--- src/rtl/fwcyc_pkg.sv ---
package fwcyc_pkg;

    typedef enum logic [3:0] {
        S_IDLE,
        S_SEL,
        S_ADDR,
        S_SIZE,
        S_WDATA,
        S_TURN,
        S_SYNC,
        S_RDATA,
        S_ABORT
    } fw_state_e;

    typedef enum logic [1:0] {
        E_NONE  = 2'd0,
        E_SIZE  = 2'd1,
        E_ABORT = 2'd2,
        E_OVF   = 2'd3
    } fw_err_e;

    localparam logic [3:0] START_RD   = 4'b1101;
    localparam logic [3:0] START_WR   = 4'b1110;
    localparam logic [3:0] SYNC_RDY   = 4'b0000;
    localparam logic [3:0] SYNC_RDY_M = 4'b1001;
    localparam logic [3:0] SYNC_SWAIT = 4'b0101;
    localparam logic [3:0] SYNC_LWAIT = 4'b0110;
    localparam int         ADDR_NIBS  = 7;

    // Byte count for a size code; zero marks an unsupported code.
    function automatic logic [7:0] size_bytes(input logic [3:0] code);
        logic [7:0] n;
        case (code)
            4'b0000: n = 8'd1;
            4'b0001: n = 8'd2;
            4'b0010: n = 8'd4;
            4'b0100: n = 8'd16;
            4'b0111: n = 8'd128;
            default: n = 8'd0;
        endcase
        return n;
    endfunction

endpackage

--- src/rtl/fwcyc_ctrl.sv ---
module fwcyc_ctrl
    import fwcyc_pkg::*;
#(
    parameter int MAX_BYTES = 16
) (
    input  logic       clk,
    input  logic       rst_n,
    input  logic       frame_n,
    input  logic [3:0] lad,
    output logic [8:0] cnt,
    output logic       cap_sel,
    output logic       cap_addr,
    output logic       cap_size,
    output logic       cap_data,
    output logic       clr,
    output logic       wr,
    output logic       rec_valid,
    output logic       err_valid,
    output logic [1:0] err_code
);

    localparam int         NSLOT_I  = 2 * MAX_BYTES;
    localparam logic [8:0] NSLOT    = 9'(NSLOT_I);
    localparam logic [8:0] ADDR_END = 9'(ADDR_NIBS - 1);

    fw_state_e  st, st_nx;
    logic [8:0] cnt_nx;
    logic [8:0] tot, tot_nx;
    logic       wr_nx;
    logic       done;
    logic       err;
    fw_err_e    ecode;
    logic       is_start;
    logic       in_guarded;
    logic [7:0] sz_b;

    assign is_start   = !frame_n && (lad == START_RD || lad == START_WR);
    assign in_guarded = (st == S_SYNC) || (st == S_ABORT);
    assign sz_b       = size_bytes(lad);

    always_comb begin
        st_nx    = st;
        cnt_nx   = cnt;
        tot_nx   = tot;
        wr_nx    = wr;
        cap_sel  = 1'b0;
        cap_addr = 1'b0;
        cap_size = 1'b0;
        cap_data = 1'b0;
        clr      = 1'b0;
        done     = 1'b0;
        err      = 1'b0;
        ecode    = E_NONE;
        if (!in_guarded && is_start) begin
            st_nx  = S_SEL;
            wr_nx  = (lad == START_WR);
            cnt_nx = '0;
            clr    = 1'b1;
        end else if (!in_guarded && st != S_IDLE && !frame_n) begin
            st_nx  = S_IDLE;
            cnt_nx = '0;
        end else begin
            unique case (st)
                S_IDLE: begin
                    st_nx = S_IDLE;
                end
                S_SEL: begin
                    cap_sel = 1'b1;
                    cnt_nx  = '0;
                    st_nx   = S_ADDR;
                end
                S_ADDR: begin
                    cap_addr = 1'b1;
                    if (cnt == ADDR_END) begin
                        cnt_nx = '0;
                        st_nx  = S_SIZE;
                    end else begin
                        cnt_nx = cnt + 9'd1;
                    end
                end
                S_SIZE: begin
                    cap_size = 1'b1;
                    cnt_nx   = '0;
                    if (sz_b == 8'd0) begin
                        st_nx = S_IDLE;
                        err   = 1'b1;
                        ecode = E_SIZE;
                    end else begin
                        tot_nx = {sz_b, 1'b0};
                        st_nx  = wr ? S_WDATA : S_TURN;
                    end
                end
                S_WDATA, S_RDATA: begin
                    cap_data = (cnt < NSLOT);
                    if (cnt == tot - 9'd1) begin
                        cnt_nx = '0;
                        if (st == S_WDATA) begin
                            st_nx = S_TURN;
                        end else begin
                            st_nx = S_IDLE;
                            done  = 1'b1;
                        end
                    end else begin
                        cnt_nx = cnt + 9'd1;
                    end
                end
                S_TURN: begin
                    if (cnt == 9'd1) begin
                        cnt_nx = '0;
                        st_nx  = S_SYNC;
                    end else begin
                        cnt_nx = cnt + 9'd1;
                    end
                end
                S_SYNC: begin
                    if (!frame_n) begin
                        st_nx  = S_ABORT;
                        cnt_nx = '0;
                        err    = 1'b1;
                        ecode  = E_ABORT;
                    end else if (lad == SYNC_RDY || lad == SYNC_RDY_M) begin
                        cnt_nx = '0;
                        if (wr) begin
                            st_nx = S_IDLE;
                            done  = 1'b1;
                        end else begin
                            st_nx = S_RDATA;
                        end
                    end
                end
                S_ABORT: begin
                    if (cnt == 9'd2) begin
                        cnt_nx = '0;
                        st_nx  = S_IDLE;
                    end else begin
                        cnt_nx = cnt + 9'd1;
                    end
                end
                default: begin
                    st_nx  = S_IDLE;
                    cnt_nx = '0;
                end
            endcase
            if (done && tot > NSLOT) begin
                err   = 1'b1;
                ecode = E_OVF;
            end
        end
    end

    // State register
    always_ff @(posedge clk or negedge rst_n) begin
        if (!rst_n) begin
            st  <= S_IDLE;
            cnt <= '0;
            tot <= '0;
            wr  <= 1'b0;
        end else begin
            st  <= st_nx;
            cnt <= cnt_nx;
            tot <= tot_nx;
            wr  <= wr_nx;
        end
    end

    // Output register
    always_ff @(posedge clk or negedge rst_n) begin
        if (!rst_n) begin
            rec_valid <= 1'b0;
            err_valid <= 1'b0;
            err_code  <= E_NONE;
        end else begin
            rec_valid <= done;
            err_valid <= err;
            err_code  <= err ? ecode : E_NONE;
        end
    end

    a_r12_valid_one_cycle: assert property (@(posedge clk) disable iff (!rst_n)
        rec_valid |=> !rec_valid);
    a_r12_err_one_cycle: assert property (@(posedge clk) disable iff (!rst_n)
        err_valid |=> !err_valid);
    a_r4_no_rec_on_size_err: assert property (@(posedge clk) disable iff (!rst_n)
        (err_valid && err_code == E_SIZE) |-> !rec_valid);
    a_r11_ovf_with_rec: assert property (@(posedge clk) disable iff (!rst_n)
        (err_valid && err_code == E_OVF) |-> rec_valid);
    a_r8_wait_holds: assert property (@(posedge clk) disable iff (!rst_n)
        (st == S_SYNC && frame_n && (lad == SYNC_SWAIT || lad == SYNC_LWAIT)) |=> st == S_SYNC);
    a_r9_abort_ends_idle: assert property (@(posedge clk) disable iff (!rst_n)
        (st == S_ABORT && cnt == 9'd2) |=> st == S_IDLE);
    a_r11_cnt_bound: assert property (@(posedge clk) disable iff (!rst_n)
        (st == S_WDATA || st == S_RDATA) |-> cnt < tot);

endmodule

--- src/rtl/fwcyc_capture.sv ---
module fwcyc_capture #(
    parameter int MAX_BYTES = 16
) (
    input  logic                   clk,
    input  logic                   rst_n,
    input  logic [3:0]             lad,
    input  logic [8:0]             cnt,
    input  logic                   cap_sel,
    input  logic                   cap_addr,
    input  logic                   cap_size,
    input  logic                   cap_data,
    input  logic                   clr,
    output logic [3:0]             sel,
    output logic [27:0]            addr,
    output logic [3:0]             size,
    output logic [8*MAX_BYTES-1:0] data
);

    localparam int NSLOT = 2 * MAX_BYTES;

    logic [3:0] slot_q [NSLOT];

    always_ff @(posedge clk or negedge rst_n) begin
        if (!rst_n) begin
            sel  <= '0;
            addr <= '0;
            size <= '0;
        end else begin
            if (cap_sel)  sel  <= lad;
            if (cap_addr) addr <= {addr[23:0], lad};
            if (cap_size) size <= lad;
        end
    end

    // Nibble slot j holds byte j/2, low half when j is even.
    for (genvar j = 0; j < NSLOT; j++) begin : g_slot
        localparam logic [8:0] IDX = 9'(j);
        always_ff @(posedge clk or negedge rst_n) begin
            if (!rst_n) begin
                slot_q[j] <= '0;
            end else if (clr) begin
                slot_q[j] <= '0;
            end else if (cap_data && cnt == IDX) begin
                slot_q[j] <= lad;
            end
        end
        assign data[4*j +: 4] = slot_q[j];
    end

endmodule

--- src/rtl/fwcyc_snoop.sv ---
module fwcyc_snoop
    import fwcyc_pkg::*;
#(
    parameter int MAX_BYTES = 16,
    localparam int DW = 8 * MAX_BYTES,
    localparam int BW = $clog2(MAX_BYTES + 1)
) (
    input  logic          clk,
    input  logic          rst_n,
    input  logic          lpc_frame_n,
    input  logic [3:0]    lpc_lad,
    output logic          rec_valid,
    output logic          rec_write,
    output logic [3:0]    rec_sel,
    output logic [27:0]   rec_addr,
    output logic [3:0]    rec_size,
    output logic [DW-1:0] rec_data,
    output logic [BW-1:0] rec_bytes,
    output logic          err_valid,
    output logic [1:0]    err_code
);

    localparam logic [7:0] MAXB = 8'(MAX_BYTES);

    logic [8:0] cnt;
    logic       cap_sel, cap_addr, cap_size, cap_data, clr;
    logic [7:0] sz_b;

    fwcyc_ctrl #(.MAX_BYTES(MAX_BYTES)) u_ctrl (
        .clk       (clk),
        .rst_n     (rst_n),
        .frame_n   (lpc_frame_n),
        .lad       (lpc_lad),
        .cnt       (cnt),
        .cap_sel   (cap_sel),
        .cap_addr  (cap_addr),
        .cap_size  (cap_size),
        .cap_data  (cap_data),
        .clr       (clr),
        .wr        (rec_write),
        .rec_valid (rec_valid),
        .err_valid (err_valid),
        .err_code  (err_code)
    );

    fwcyc_capture #(.MAX_BYTES(MAX_BYTES)) u_capture (
        .clk      (clk),
        .rst_n    (rst_n),
        .lad      (lpc_lad),
        .cnt      (cnt),
        .cap_sel  (cap_sel),
        .cap_addr (cap_addr),
        .cap_size (cap_size),
        .cap_data (cap_data),
        .clr      (clr),
        .sel      (rec_sel),
        .addr     (rec_addr),
        .size     (rec_size),
        .data     (rec_data)
    );

    assign sz_b      = size_bytes(rec_size);
    assign rec_bytes = (sz_b > MAXB) ? BW'(MAX_BYTES) : BW'(sz_b);

endmodule

--- config.mk ---
export PLATFORM = sky130hd
export DESIGN_NAME = fwcyc_snoop
export DESIGN_NICKNAME = d
export VERILOG_FILES = /design/src/rtl/fwcyc_pkg.sv /design/src/rtl/fwcyc_ctrl.sv /design/src/rtl/fwcyc_capture.sv /design/src/rtl/fwcyc_snoop.sv
export SDC_FILE = /design/constraint.sdc
export NUM_CORES = 1
export LEC_CHECK = 0
export BUFFER_PORTS_ARGS = -buffer_cell sky130_fd_sc_hd__buf_4
export CAP_MARGIN = 20
export CORE_AREA = 5 5 188 99
export CTS_CLUSTER_DIAMETER = 150
export DETAILED_ROUTE_END_ITERATION = 12
export DIE_AREA = 0 0 193 104
export GPL_TIMING_DRIVEN = 1
export MAX_ROUTING_LAYER = met4
export PLACE_DENSITY = 0.79
export REMOVE_ABC_BUFFERS = 1
export SLEW_MARGIN = 15
export SYNTH_ARGS = -nofsm -noshare
export SYNTH_HDL_FRONTEND = slang
export SYNTH_HIERARCHICAL = 1
export SYNTH_SLANG_ARGS = --single-unit
--- constraint.sdc ---
create_clock -name clk -period 2.8 [get_ports clk]
set_input_delay 0.28 -clock clk [delete_from_list [all_inputs] [get_ports clk]]
set_output_delay 0.28 -clock clk [all_outputs]
set_load 0.005 [all_outputs]
==> results of run 1 <==
[metal layers]
| layer | track usage | up-vias |
|---|---|---|
| met5 | - | - |
| met4 | 0.0485 | 0 |
| met3 | 0.0590 | 22 |
| met2 | 0.335 | 252 |
| met1 | 0.377 | 3397 |
| li1 | - | 3074 |
[per-stage QoR]
| stage | cells | setup TNS [ns] | hold slack, ns |
|---|---|---|---|
| floorplan | 728 | -264.37 | -0.0156 |
| finish | 1199 | 0 | 0.191 |
| global route | 1199 | 0 | 0.178 |
| CTS | 1199 | 0 | 0.172 |
| global placement | 1166 | 0 | 0.368 |
| detailed placement | 1166 | 0 | 0.372 |
[cell type report]
type	instances	area share
sequential	187	0.414
multi-input combinational	529	0.366
timing repair buffer	205	0.140
clock buffer	19	0.0392
tap	234	0.0259
clock inverter	13	0.0110
inverter	12	0.00398
[power by group through the flow]
stage          Sequential (mW)  Combinational (mW)  Clock, mW
6_report                  3.26                1.44       2.35
5_1_grt                   3.32                1.55       2.51
4_1_cts                   3.26                1.45       2.41
3_5_place_dp              3.32                1.44          0
3_3_place_gp              3.30                1.40          0
2_1_floorplan             3.28               0.696          0
[cell families after synthesis]
family	count (synthesis)	share of synthesized area
buf+inv	60	0.0270
compound gates	66	0.0564
simple gates	276	0.188
mux	168	0.191
fa+ha+maj	5	0.00691
other cells	1	0.000414
flops	187	0.517
xor+xnor	13	0.0126
[sequential cells by signal, indices dropped and copies added, names as in the netlist]
name	cells
u_capture/size	4
u_ctrl/err_code	2
u_ctrl/wr	1
u_capture/addr	28
u_ctrl/tot	5
u_ctrl/st	4
u_ctrl/cnt	9
u_ctrl/err_valid	1
u_ctrl/rec_valid	1
u_capture/data	128
u_capture/sel	4
[repair_timing]
item | CTS | global route
endpoints found under the setup margin | 0 | 0
endpoints found under the hold margin | 73 | 0
hold buffers | 1 | 0
[worst max-delay path by stage]
stage / cells after the start / slack, ns / from / to
2_1_floorplan: 6 / -2.04 / u_ctrl/st[2] / u_capture/data[0]
4_1_cts: 6 / 0.25 / u_ctrl/cnt[5] / u_capture/data[27]
6_report: 6 / 0.19 / u_ctrl/cnt[5] / u_capture/data[121]
3_5_place_dp: 6 / 0.25 / u_ctrl/cnt[5] / u_capture/data[27]
5_1_grt: 9 / 0.10 / u_ctrl/tot[1] / u_ctrl/st[1]
3_3_place_gp: 6 / 0.30 / u_ctrl/cnt[5] / u_capture/data[29]
[layout by cell type (no fill, tap or decap), types with 10 or more instances in the layout]
cell	count
buf_4	200
clkbuf_16	17
dfrtp_1	187
inv_1	12
mux2_2	37
mux2i_1	130
nand2_1	21
nand2b_1	138
nand3_1	26
nand4_1	18
nor2_1	11
nor3_1	10
o21ai_0	13
xor2_1	10
==> results by group, run 1 <==
GRT
  – Initial antenna violation count: 0
  – Tot GR Track Use: 0.247
  – Largest net degree at the start of global routing: 79
  – Global-route wire length before repair: 38300 microns
  – GR Overflow Total: 0
  – Vias in the first global route: 6866

Timing
  – Final Hold Viols: 0
  – Fmax: 384 MHz
  – Final setup vio count: 0
  – Final Slew Violations: 0
  – Final Skew: 0.0140 ns
  – Worst Tran Pin Value: 0.871 ns
  – Fin crit share: 0.931
  – Min Tclk post-route: 2.61 ns
  – Slew HR: 0.417
  – Setup ws final: 0.193 ns
  – RSZ-0062 raised after global routing: false

Worst hold path
  – Worst hold path type: in2reg
  – Worst Hold End: u_capture/sel[3]
  – Hold Crit Start: lpc_lad[3]
  – Hold depth: 2

Critical path
  – CP Max Fanout: 32
  – R2r setup slk: 0.19 ns
  – Setup CP Type: reg2reg
  – CP endpoint kind: flip-flop
  – Worst R2R End: u_capture/data[121]
  – Worst R2R Path Depth: 6
  – CP cell instances: or4_4 -> nor2_1 -> nor4b_4 -> buf_4 -> nand4_1 -> mux2i_1
  – WP data arrival: 2.95 ns
  – Buf/Inv on CP: 1
  – CP required: 3.15 ns
  – Worst setup SP type: flip-flop
  – CP peak stage delay: 0.63 ns
  – Reg-to-reg startpoint: u_ctrl/cnt[5]
  – CP top delay family: simple AND/OR/NAND/NOR gates
  – Slowest cell on the critical path: or4_4

Final layout
  – Multi-input logic area: 4140 sq um
  – Final nets: 964
  – Layout cells sized above 1: 0.309
  – Area delta synth->final: 24.9%
  – Fillcell total: 1272
  – Register Area: 4680 sq um
  – Fin area: 11300 sq um
  – Diode count: 0
  – Core Util, Final: 0.670

Synth
  – Main flop type after synthesis: dfrtp_1
  – Area leader, netlist: dfrtp_1
  – Post-synth top cells: 187 x dfrtp_1, 138 x nand2b_1, 130 x mux2i_1, 37 x mux2_2, 32 x clkbuf_1
  – Synth top area share: 0.517
  – Post-synth EDFFs: 0
  – Gate Count Post-Synth: 776
  – Post-synthesis cell area: 9050 sq um
  – Seq/Total Area, Yosys: 0.517
  – Area contributors post-synth: dfrtp_1 52%, mux2i_1 14%, nand2b_1 9.5%
  – Post-synth ARST share: 1.00
  – Syn. warnings: 6
  – Count leader, synth: dfrtp_1
  – Avg Cell Area, Syn: 11.7 sq um
  – Post-synth cell types: 64
  – Register bit total from synthesis: 187

Pwr
  – Peak VDD IR: 0.411 mV
  – PwrDens: 624 nW/um^2
  – Total internal power: 4.99 mW
  – Clock group share of total power: 0.334
  – Sequential power share: 0.463
  – Psw: 2.07 mW
  – Lkg Pwr: 6.08 nW
  – Combinational fraction of design power: 0.204
  – Total power: 7.06 mW
  – Sw Ratio: 0.293

Run
  – Max Cap Viol: 0

CTS
  – CTS tree: done
  – Worst skew pair latency: 0.44 ns
  – TritonCTS Buffers: 17
  – Clock root buffer: clkbuf_16
  – Clk sinks: 187
  – Largest buffer count on any clock path: 2
  – Post-CTS Resized: 0
  – Worst-path clk slew: 0.08 ns
  – Htree depth: 4
  – Post-CTS Setup Repair Bufs: 0

Die
  – # IOs: 181
  – Initial Utilization: 0.536
  – Die Y-Extent: 104 microns
  – Die ar.: 20100 sq um
  – Core Area: 16900 sq um
  – Rows: 34
  – Die X: 193 microns

Placement
  – Detail Placement HPWL: 16100 microns
  – Pre-CTS setup slack: 0.254 ns
  – Final RePlAce weighted congestion: 0.955
  – Post-DP Area: 10700 sq um
  – Port Buffers: 179

Run status
  – Outcome: finished, final reports clean

Routing
  – # DRC: 0
  – Met2 wirelength from detailed routing: 9930 microns
  – Routed wl met3: 1860 microns
  – First-pass iteration count of the detailed router: 5
  – Routed WL: 23800 microns
  – Vias per Instance: 5.63
  – Iter 0 DRT Violations: 569
  – M1 WL: 11800 microns
  – Top sig layer: met4
  – Vias: 6745
  – Antenna-violating nets left: 0
  – Wirelength per Cell: 19.8 microns
(Power assumes the default switching activity.)
==> run 2, diff against run 1 <==
--- a/config.mk
+++ b/config.mk
@@ -7,14 +7,14 @@
 export LEC_CHECK = 0
 export BUFFER_PORTS_ARGS = -buffer_cell sky130_fd_sc_hd__buf_4
 export CAP_MARGIN = 20
-export CORE_AREA = 5 5 188 99
+export CORE_AREA = 5 5 252 131
 export CTS_CLUSTER_DIAMETER = 150
 export DETAILED_ROUTE_END_ITERATION = 12
-export DIE_AREA = 0 0 193 104
+export DIE_AREA = 0 0 257 136
 export GPL_TIMING_DRIVEN = 1
 export MAX_ROUTING_LAYER = met4
-export PLACE_DENSITY = 0.79
 export REMOVE_ABC_BUFFERS = 1
+export SKIP_LAST_GASP = 1
 export SLEW_MARGIN = 15
 export SYNTH_ARGS = -nofsm -noshare
 export SYNTH_HDL_FRONTEND = slang
==> run 2 against run 1 <==
Net effect:
- critical endpoint is now u_ctrl/st[1]
- clock power is 7% higher
- register-to-register slack better by 0.10 ns
- first-iteration DRC count shrank 17%
- clock-buffer cell count is 1 lower
==> results by group, run 2 (synthesis gave the netlist of run 1 again) <==
Die
  – Die ar.: 35000 sq um (was 20100 sq um)
  – Core Area: 30800 sq um (was 16900 sq um)
  – Die Y-Extent: 136 microns (was 104 microns)
  – Rows: 46 (was 34)
  – Initial Utilization: 0.293 (was 0.536)
  – # IOs: 181 (unchanged)
  – Die X: 257 microns (was 193 microns)

Final layout
  – Register Area: 4680 sq um (unchanged)
  – Final Non-Filler Cells: 1375 (was 1199)
  – Layout cells sized above 1: 0.315 (was 0.309)
  – Final nets: 965 (was 964)
  – Most frequent cells in the layout: 197 x buf_4, 187 x dfrtp_1, 134 x nand2b_1 (was 200 x buf_4, 187 x dfrtp_1, 138 x nand2b_1)
  – Fillcell total: 3037 (was 1272)
  – Max reg flops: 128 (unchanged)
  – Multi-input logic area: 4160 sq um (was 4140 sq um)
  – Area delta synth->final: 28.6% (was 24.9%)
  – Commonest non-fill, non-tap cell in the layout: buf_4 (unchanged)

Critical path
  – Worst R2R Path Depth: 9 (was 6)
  – Setup CP Type: reg2reg (unchanged)
  – Worst R2R End: u_ctrl/st[1] (was u_capture/data[121])
  – Reg-to-reg startpoint: u_ctrl/tot[1] (was u_ctrl/cnt[5])
  – CP endpoint kind: flip-flop (unchanged)
  – WP data arrival: 2.84 ns (was 2.95 ns)
  – R2r setup slk: 0.29 ns (was 0.19 ns)
  – CP Max Fanout: 5 (was 32)
  – Worst setup SP type: flip-flop (unchanged)
  – CP required: 3.14 ns (was 3.15 ns)

Pwr
  – Peak VDD IR: 0.397 mV (was 0.411 mV)
  – Lkg Pwr: 6.12 nW (was 6.08 nW)
  – PwrDens: 625 nW/um^2 (was 624 nW/um^2)

Run status
  – Outcome: finished, final reports clean (unchanged)

Placement
  – Detail Placement HPWL: 18400 microns (was 16100 microns)
  – Port Buffers: 179 (unchanged)
  – Final RePlAce weighted congestion: 0.892 (was 0.955)
  – Placed Cells: 1341 (was 1166)

Timing
  – Slew HR: 0.414 (was 0.417)
  – Hold_ws: 0.184 ns (was 0.191 ns)
  – Final setup vio count: 0 (unchanged)
  – Fmax: 399 MHz (was 384 MHz)
  – RSZ-0062 raised after global routing: false (unchanged)
  – Final Slew Violations: 0 (unchanged)
  – Min Tclk post-route: 2.51 ns (was 2.61 ns)
  – Final Hold Viols: 0 (unchanged)
  – Worst Tran Pin Value: 0.879 ns (was 0.871 ns)
  – Final Skew: 0.0113 ns (was 0.0140 ns)
  – Fin crit share: 0.895 (was 0.931)

GRT
  – Largest net degree at the start of global routing: 79 (unchanged)
  – GR Overflow Total: 0 (unchanged)
  – Tot GR Track Use: 0.162 (was 0.247)
  – Global-route wire length before repair: 42900 microns (was 38300 microns)
  – Initial antenna violation count: 1 (was 0)
  – Vias in the first global route: 6853 (was 6866)

CTS
  – Worst skew pair latency: 0.46 ns (was 0.44 ns)
  – Htree depth: 4 (unchanged)
  – Post-CTS Setup Repair Bufs: 0 (unchanged)
  – TritonCTS Buffers: 17 (unchanged)
  – Worst-path clk slew: 0.08 ns (about the same)
  – Largest buffer count on any clock path: 2 (unchanged)
  – Clk sinks: 187 (unchanged)
  – Hold_buf cts: 1 (unchanged)
  – Post-CTS Resized: 0 (unchanged)
  – CTS tree: done (unchanged)
  – Clock root buffer: clkbuf_16 (unchanged)

Worst hold path
  – Hold depth: 2 (unchanged)
  – Worst Hold End: u_capture/size[3] (was u_capture/sel[3])
  – Worst hold path type: in2reg (unchanged)
  – Hold Crit Start: lpc_lad[3] (unchanged)

Routing
  – Routed WL: 27000 microns (was 23800 microns)
  – Antenna-violating nets left: 0 (unchanged)
  – Vias per Instance: 4.84 (was 5.63)
  – # DRC: 0 (unchanged)
  – First-pass iteration count of the detailed router: 5 (unchanged)
  – Iter 0 DRT Violations: 472 (was 569)
  – Vias: 6652 (was 6745)
  – Wirelength per Cell: 19.6 microns (was 19.8 microns)

Run
  – Max Cap Viol: 0 (unchanged)
run 2: layout make-up:
| type | count | share of cell area |
|---|---|---|
| multi-input cells | 529 | 0.357 |
| diodes | 1 | 0.000215 |
| flip-flops and latches | 187 | 0.402 |
| well taps | 408 | 0.0439 |
| inverters | 12 | 0.00387 |
| clock inverters | 14 | 0.0147 |
| clock buffers | 18 | 0.0369 |
| repair buffers | 206 | 0.141 |
run 2: worst max-delay path, cell delays in order (launching register included):
cell and delay (ns):
dfrtp_1 0.43, inv_1 0.06, ha_1 0.21, ha_1 0.29, xor2_1 0.15, nand4_1 0.10
nor2_1 0.28, nand3_2 0.24, a31o_4 0.33, mux2_4 0.29
run 2: report_power, final:
group	total, mW	internal (mW)	switching, mW
combinational	1.51	0.824	0.683
sequential	3.25	2.98	0.266
clock	2.51	1.28	1.23
run 2: worst max path at each step:
stage                              from                 to  slack [ns]  cells past startpoint
after CTS                 u_ctrl/tot[1]       u_ctrl/st[1]        0.32                      9
after detailed placement  u_ctrl/tot[1]       u_ctrl/st[1]        0.33                      9
after floorplan            u_ctrl/st[2]  u_capture/data[0]       -2.04                      6
after global routing      u_ctrl/tot[1]      u_ctrl/cnt[7]       0.008                      9
final                     u_ctrl/tot[1]       u_ctrl/st[1]        0.29                      9
after global placement    u_ctrl/tot[1]       u_ctrl/st[1]        0.37                      9
run 2: per-layer routing:
layer  routed length [microns]  track usage  up-vias
li1                          -            -     3093
met1                     14400        0.249     3367
met2                     11200        0.216      181
met3                      1280       0.0380       11
met4                       172       0.0310        0
met5                         0            -        -
run 2: metrics by stage:
step	utilization	setup TNS, ns	setup slack (ns)	power [mW]	cell area (sq um)
2_1_floorplan	-	-264.37	-2.04	3.97	8850
3_3_place_gp	0.357	0	0.365	4.80	11000
4_1_cts	0.377	0	0.317	7.38	11600
5_1_grt	0.377	0	0.00838	7.66	11600
6_report	0.377	0	0.294	7.27	11600
3_5_place_dp	0.357	0	0.331	4.82	11000
